==> src/rtl/rnd_pkg.sv <==
package rnd_pkg;
  typedef enum logic [1:0] {
    RM_NEAR = 2'd0,
    RM_ZERO = 2'd1,
    RM_PINF = 2'd2,
    RM_NINF = 2'd3
  } rnd_mode_e;
endpackage

==> src/rtl/rnd_decide.sv <==
module rnd_decide
  import rnd_pkg::*;
#(
  parameter int MANT_W = 24
) (
  input  logic [MANT_W+1:0] mant_in,
  input  logic              sticky,
  input  logic              sign,
  input  logic [1:0]        mode,
  output logic [MANT_W-1:0] trunc,
  output logic              bump,
  output logic              inexact,
  output logic              ovf_inf
);
  logic g_bit, r_bit, lsb;

  assign trunc = mant_in[MANT_W+1:2];
  assign g_bit = mant_in[1];
  assign r_bit = mant_in[0];
  assign lsb   = mant_in[2];

  always_comb begin
    inexact = g_bit | r_bit | sticky;
    bump    = 1'b0;
    ovf_inf = 1'b1;
    case (rnd_mode_e'(mode))
      RM_NEAR: begin
        bump    = g_bit & (r_bit | sticky | lsb);
        ovf_inf = 1'b1;
      end
      RM_ZERO: begin
        bump    = 1'b0;
        ovf_inf = 1'b0;
      end
      RM_PINF: begin
        bump    = inexact & ~sign;
        ovf_inf = ~sign;
      end
      RM_NINF: begin
        bump    = inexact & sign;
        ovf_inf = sign;
      end
      default: begin
        bump    = 1'b0;
        ovf_inf = 1'b1;
      end
    endcase
  end
endmodule

==> src/rtl/rnd_incr.sv <==
module rnd_incr #(
  parameter int W          = 24,
  parameter int BLK        = 8,
  parameter bit USE_BLOCKS = 1'b1
) (
  input  logic [W-1:0] a,
  input  logic         cin,
  output logic [W:0]   sum
);
  generate
    if (!USE_BLOCKS) begin : g_flat
      assign sum = {1'b0, a} + {{W{1'b0}}, cin};
    end else begin : g_blk
      localparam int NB = (W + BLK - 1) / BLK;
      localparam int PW = NB * BLK;
      logic [PW-1:0] pa, ps;
      logic [NB:0]   c;
      assign pa   = PW'(a);
      assign c[0] = cin;
      for (genvar b = 0; b < NB; b++) begin : g_b
        assign ps[b*BLK +: BLK] = pa[b*BLK +: BLK] + BLK'(c[b]);
        assign c[b+1]           = c[b] & (&pa[b*BLK +: BLK]);
      end
      if (PW == W) begin : g_exact
        assign sum = {c[NB], ps[W-1:0]};
      end else begin : g_pad
        assign sum = ps[W:0];
      end
    end
  endgenerate
endmodule

==> src/rtl/rnd_stage.sv <==
module rnd_stage #(
  parameter int PW      = 28,
  parameter bit REG_OUT = 1'b1
) (
  input  logic          clk,
  input  logic          rst_n,
  input  logic          in_valid,
  output logic          in_ready,
  input  logic [PW-1:0] in_data,
  output logic          out_valid,
  input  logic          out_ready,
  output logic [PW-1:0] out_data
);
  generate
    if (REG_OUT) begin : g_reg
      logic          vq;
      logic [PW-1:0] dq;
      assign in_ready  = !vq || out_ready;
      assign out_valid = vq;
      assign out_data  = dq;
      always_ff @(posedge clk) begin
        if (!rst_n) vq <= 1'b0;
        else if (in_ready) vq <= in_valid;
      end
      always_ff @(posedge clk) begin
        if (in_valid && in_ready) dq <= in_data;
      end


      hold_on_stall_chk: assert property (@(posedge clk) disable iff (!rst_n)
        (out_valid && !out_ready) |=> (out_valid && $stable(out_data)));

      refuse_on_stall_chk: assert property (@(posedge clk) disable iff (!rst_n)
        (out_valid && !out_ready) |-> !in_ready);
    end else begin : g_pass
      assign out_valid = in_valid;
      assign in_ready  = out_ready;
      assign out_data  = in_data;
    end
  endgenerate
endmodule

==> src/rtl/rnd_unit.sv <==
module rnd_unit
  import rnd_pkg::*;
#(
  parameter int MANT_W     = 24,
  parameter int BLK        = 8,
  parameter bit USE_BLOCKS = 1'b1,
  parameter bit REG_OUT    = 1'b1
) (
  input  logic              clk,
  input  logic              rst_n,
  input  logic              in_valid,
  output logic              in_ready,
  input  logic [MANT_W+1:0] in_mant,
  input  logic              in_sticky,
  input  logic              in_sign,
  input  logic [1:0]        in_mode,
  output logic              out_valid,
  input  logic              out_ready,
  output logic [MANT_W:0]   out_mant,
  output logic              out_up,
  output logic              out_inexact,
  output logic              ovf_to_inf
);
  localparam int PW = MANT_W + 4;

  logic [MANT_W-1:0] trunc;
  logic              bump, inexact, ovf_inf;
  logic [MANT_W:0]   sum;
  logic [PW-1:0]     pay_in, pay_out;
  logic              acc;

  rnd_decide #(.MANT_W(MANT_W)) u_decide (
    .mant_in (in_mant),
    .sticky  (in_sticky),
    .sign    (in_sign),
    .mode    (in_mode),
    .trunc   (trunc),
    .bump    (bump),
    .inexact (inexact),
    .ovf_inf (ovf_inf)
  );

  rnd_incr #(.W(MANT_W), .BLK(BLK), .USE_BLOCKS(USE_BLOCKS)) u_incr (
    .a   (trunc),
    .cin (bump),
    .sum (sum)
  );

  assign pay_in = {sum, bump, inexact, ovf_inf};

  rnd_stage #(.PW(PW), .REG_OUT(REG_OUT)) u_stage (
    .clk       (clk),
    .rst_n     (rst_n),
    .in_valid  (in_valid),
    .in_ready  (in_ready),
    .in_data   (pay_in),
    .out_valid (out_valid),
    .out_ready (out_ready),
    .out_data  (pay_out)
  );

  assign out_mant    = pay_out[PW-1:3];
  assign out_up      = pay_out[2];
  assign out_inexact = pay_out[1];
  assign ovf_to_inf  = pay_out[0];

  assign acc = in_valid && in_ready;


  exact_quiet_chk: assert property (@(posedge clk) disable iff (!rst_n)
    (acc && in_mant[1:0] == 2'b00 && !in_sticky) |-> (!inexact && !bump && sum[MANT_W-1:0] == in_mant[MANT_W+1:2]));

  rz_no_up_chk: assert property (@(posedge clk) disable iff (!rst_n)
    (acc && in_mode == 2'd1) |-> (!bump && sum[MANT_W] == 1'b0));

  dir_sign_chk: assert property (@(posedge clk) disable iff (!rst_n)
    (acc && bump && in_mode[1]) |-> (in_sign == in_mode[0]));

  carry_ones_chk: assert property (@(posedge clk) disable iff (!rst_n)
    (acc && sum[MANT_W]) |-> (bump && (&in_mant[MANT_W+1:2]) && sum[MANT_W-1:0] == '0));

  inexact_any_chk: assert property (@(posedge clk) disable iff (!rst_n)
    (acc && (in_mant[1] || in_mant[0] || in_sticky)) |-> inexact);
endmodule

==> config.mk <==
export PLATFORM = sky130hd
export DESIGN_NAME = rnd_unit
export DESIGN_NICKNAME = d
export VERILOG_FILES = /design/src/rtl/rnd_pkg.sv /design/src/rtl/rnd_decide.sv /design/src/rtl/rnd_incr.sv /design/src/rtl/rnd_stage.sv /design/src/rtl/rnd_unit.sv
export SDC_FILE = /design/constraint.sdc
export NUM_CORES = 1
export LEC_CHECK = 0
export CORE_MARGIN = 8
export CORE_UTILIZATION = 45
export DETAILED_ROUTE_END_ITERATION = 6
export DONT_BUFFER_PORTS = 1
export MAX_ROUTING_LAYER = met4
export SLEW_MARGIN = 10
export SYNTH_ARGS = -nofsm -noshare
export SYNTH_HDL_FRONTEND = slang
export SYNTH_SLANG_ARGS = --single-unit
==> constraint.sdc <==
create_clock -name clk -period 2.15 [get_ports clk]
set_clock_uncertainty 0.05 [all_clocks]
set_input_delay 0.215 -clock clk [delete_from_list [all_inputs] [get_ports clk]]
set_output_delay 0.215 -clock clk [all_outputs]
set_load 0.02 [all_outputs]
==> qor.yml <==
critical_path:
  crit_type: "primary input to register"
  critPathMaxFanout: 4
  worst_ep_required_time_ns: 2.17
  cp-end-kind: "register"
  worstSetupStartpointType: "primary input"
  worstPathArrival_ns: 1.63
logic_synthesis:
  yosysSeqAreaShare: 0.635
  ys_ff_latch: 29
  synth_cell_type_count: 20
  syn_area_sq_um: 1360
  synth_nets: 135
  synthCells: 95
  ys_warn_count: 0
  avgSynthCellArea_sq_um: 14.3
detailed_routing:
  routedWlPerCell_um: 18.5
  vias_per_cell: 5.64
  remaining_drc_errors: 0
  dr.pass1.iters: 4
  vias: 789
  top_layer: "met4"
  drt_iter0_markers: 29
  route.met3.wl_um: 290
  route.met2.wl_um: 1290
  wl_met1_um: 956
  ant_nets: 0
  totalWireLength_um: 2590
die:
  die_area_sq_um: 5030
  fp.dieH_um: 70.9
  initial_core_util: 0.459
  ioPinCount: 64
  die_w_um: 70.9
  core_sq_um: 2950
  rows: 20
final_layout:
  fin_nets: 146
  diodes: 0
  num-fill-cells: 268
  multi_input_area_sq_um: 488
  final_cell_mix: "edfxtp_1 (28), xnor2_1 (16), nand3_1 (8)"
  postLayoutCellArea_sq_um: 1480
  finalNonFillerCells: 140
  final_util: 0.502
  area_growth_pct: 9.23
  final_common_cell: "edfxtp_1"
  seq_area_sq_um: 861
  drive_above_1_share: 0.0841
grt:
  grt_usage: 0.105
  grt_overflow: 0
  antenna_found_initial: 0
  grt_max_degree: 18
  grt_pass1_wl_um: 3770
  grt_pass1_vias: 754
timing:
  hold_violations: 0
  slew_headroom: 0.816
  whs_ns: 0.0428
  worst_slack_ns: 0.539
  fin_crit_sh: 0.749
  fmax_mhz: 621
  setup_viol_count_final: 0
  finalMaxSlewViolations: 0
  rsz0062_at_grt: "no"
  fin_tns_setup_ns: 0
  tightest_slew_ns: 0.276
  fin_crit_ns: 1.61
clocking:
  clock_latency_ns: 0.31
  cts_root_buf: "clkbuf_4"
  cts.sinks: 29
  htree_num_levels: 2
  cts_tree: "built"
  cts_buffers: 5
  clk_pin_slew_ns: 0.08
  cts_buffer_depth: 2
  cts_resized: 0
placement:
  place_ws_ns: 0.176
  gp_congestion: 0.769
  place_hpwl_um: 2150
  dp_cells: 130
  portBuffers: 0
  place_area_sq_um: 1410
min_path:
  min_path_type: "primary input to register"
power:
  power_mw: 1.08
  p_per_area_nw_per_um2: 731
  p_leak_nw: 0.516
  ir_worst_vdd_mv: 0.294
outcome:
  outcome: "complete, no violations"
run:
  cap_violations: 0
-- final timing paths --
check / endpoint / startpoint / slack (ns) / depth (start not counted)
setup / recovery: u_stage.out_data[9]$_DFFE_PP_ / in_mant[0] / 0.54 / 7
hold / removal: u_stage.out_data[25]$_DFFE_PP_ / in_mant[24] / 0.04 / 1
setup reg to reg: u_stage.out_valid$_SDFFE_PN0N_ / u_stage.out_valid$_SDFFE_PN0N_ / 0.59 / 3
hold reg to reg: u_stage.out_data[19]$_DFFE_PP_ / u_stage.out_valid$_SDFFE_PN0N_ / 1.13 / 3
-- cell families after synthesis --
group / count (synthesis) / synth area share
AO/OA/AOI/OAI: 2 / 0.0175
XOR/XNOR: 20 / 0.129
adder cells (fa/ha/maj): 6 / 0.0553
buffers and inverters: 2 / 0.00554
flip-flops: 29 / 0.635
AND/OR/NAND/NOR: 36 / 0.158
-- critical path: stages --
cell,delay [ns]
or3_4,0.37
a32oi_2,0.29
inv_1,0.10
ha_1,0.24
ha_1,0.23
nand4_1,0.12
xnor2_1,0.07
-- state kept, by name (all words and copies together) (netlist names) --
name,flops
u_stage.out_data,28
u_stage.out_valid,1
-- synth_stat cells --
cell       n  area, sq um
a21boi_0   1         7.51
a32oi_2    1         16.3
and2_1     2         12.5
and3_1     6         37.5
and4_1     2         17.5
dfxtp_1    1         20.0
edfxtp_1  28          841
ha_1       6         75.1
inv_1      2         7.51
nand2_1    5         18.8
nand2b_1   1         6.26
nand3_1    8         40.0
nand4_1    6         37.5
nor3_1     1         5.00
nor3b_1    2         15.0
nor4_1     1         6.26
or3_1      1         6.26
or3_4      1         11.3
xnor2_1   16          140
xor2_1     4         35.0
-- report_power, final --
group	internal, mW	total, mW	switching [mW]
clock network	0.130	0.294	0.164
registers	0.665	0.722	0.0570
logic	0.0331	0.0667	0.0336
-- timing repair --
action                    CTS  global route
hold buffers                2             0
hold endpoints to repair    1             0
setup buffers               0             0
-- per-layer routing --
metal	track usage	vias up
met5	-	-
li1	-	382
met2	0.170	41
met4	0.0554	0
met3	0.0692	7
met1	0.0918	359
-- cell type report --
class | count | area share
clock buffers | 8 | 0.0329
inverters | 2 | 0.00507
multi-input cells | 64 | 0.329
flip-flops and latches | 29 | 0.581
well taps | 33 | 0.0279
repair buffers | 4 | 0.0236
Power figures use the tool's default switching activity.
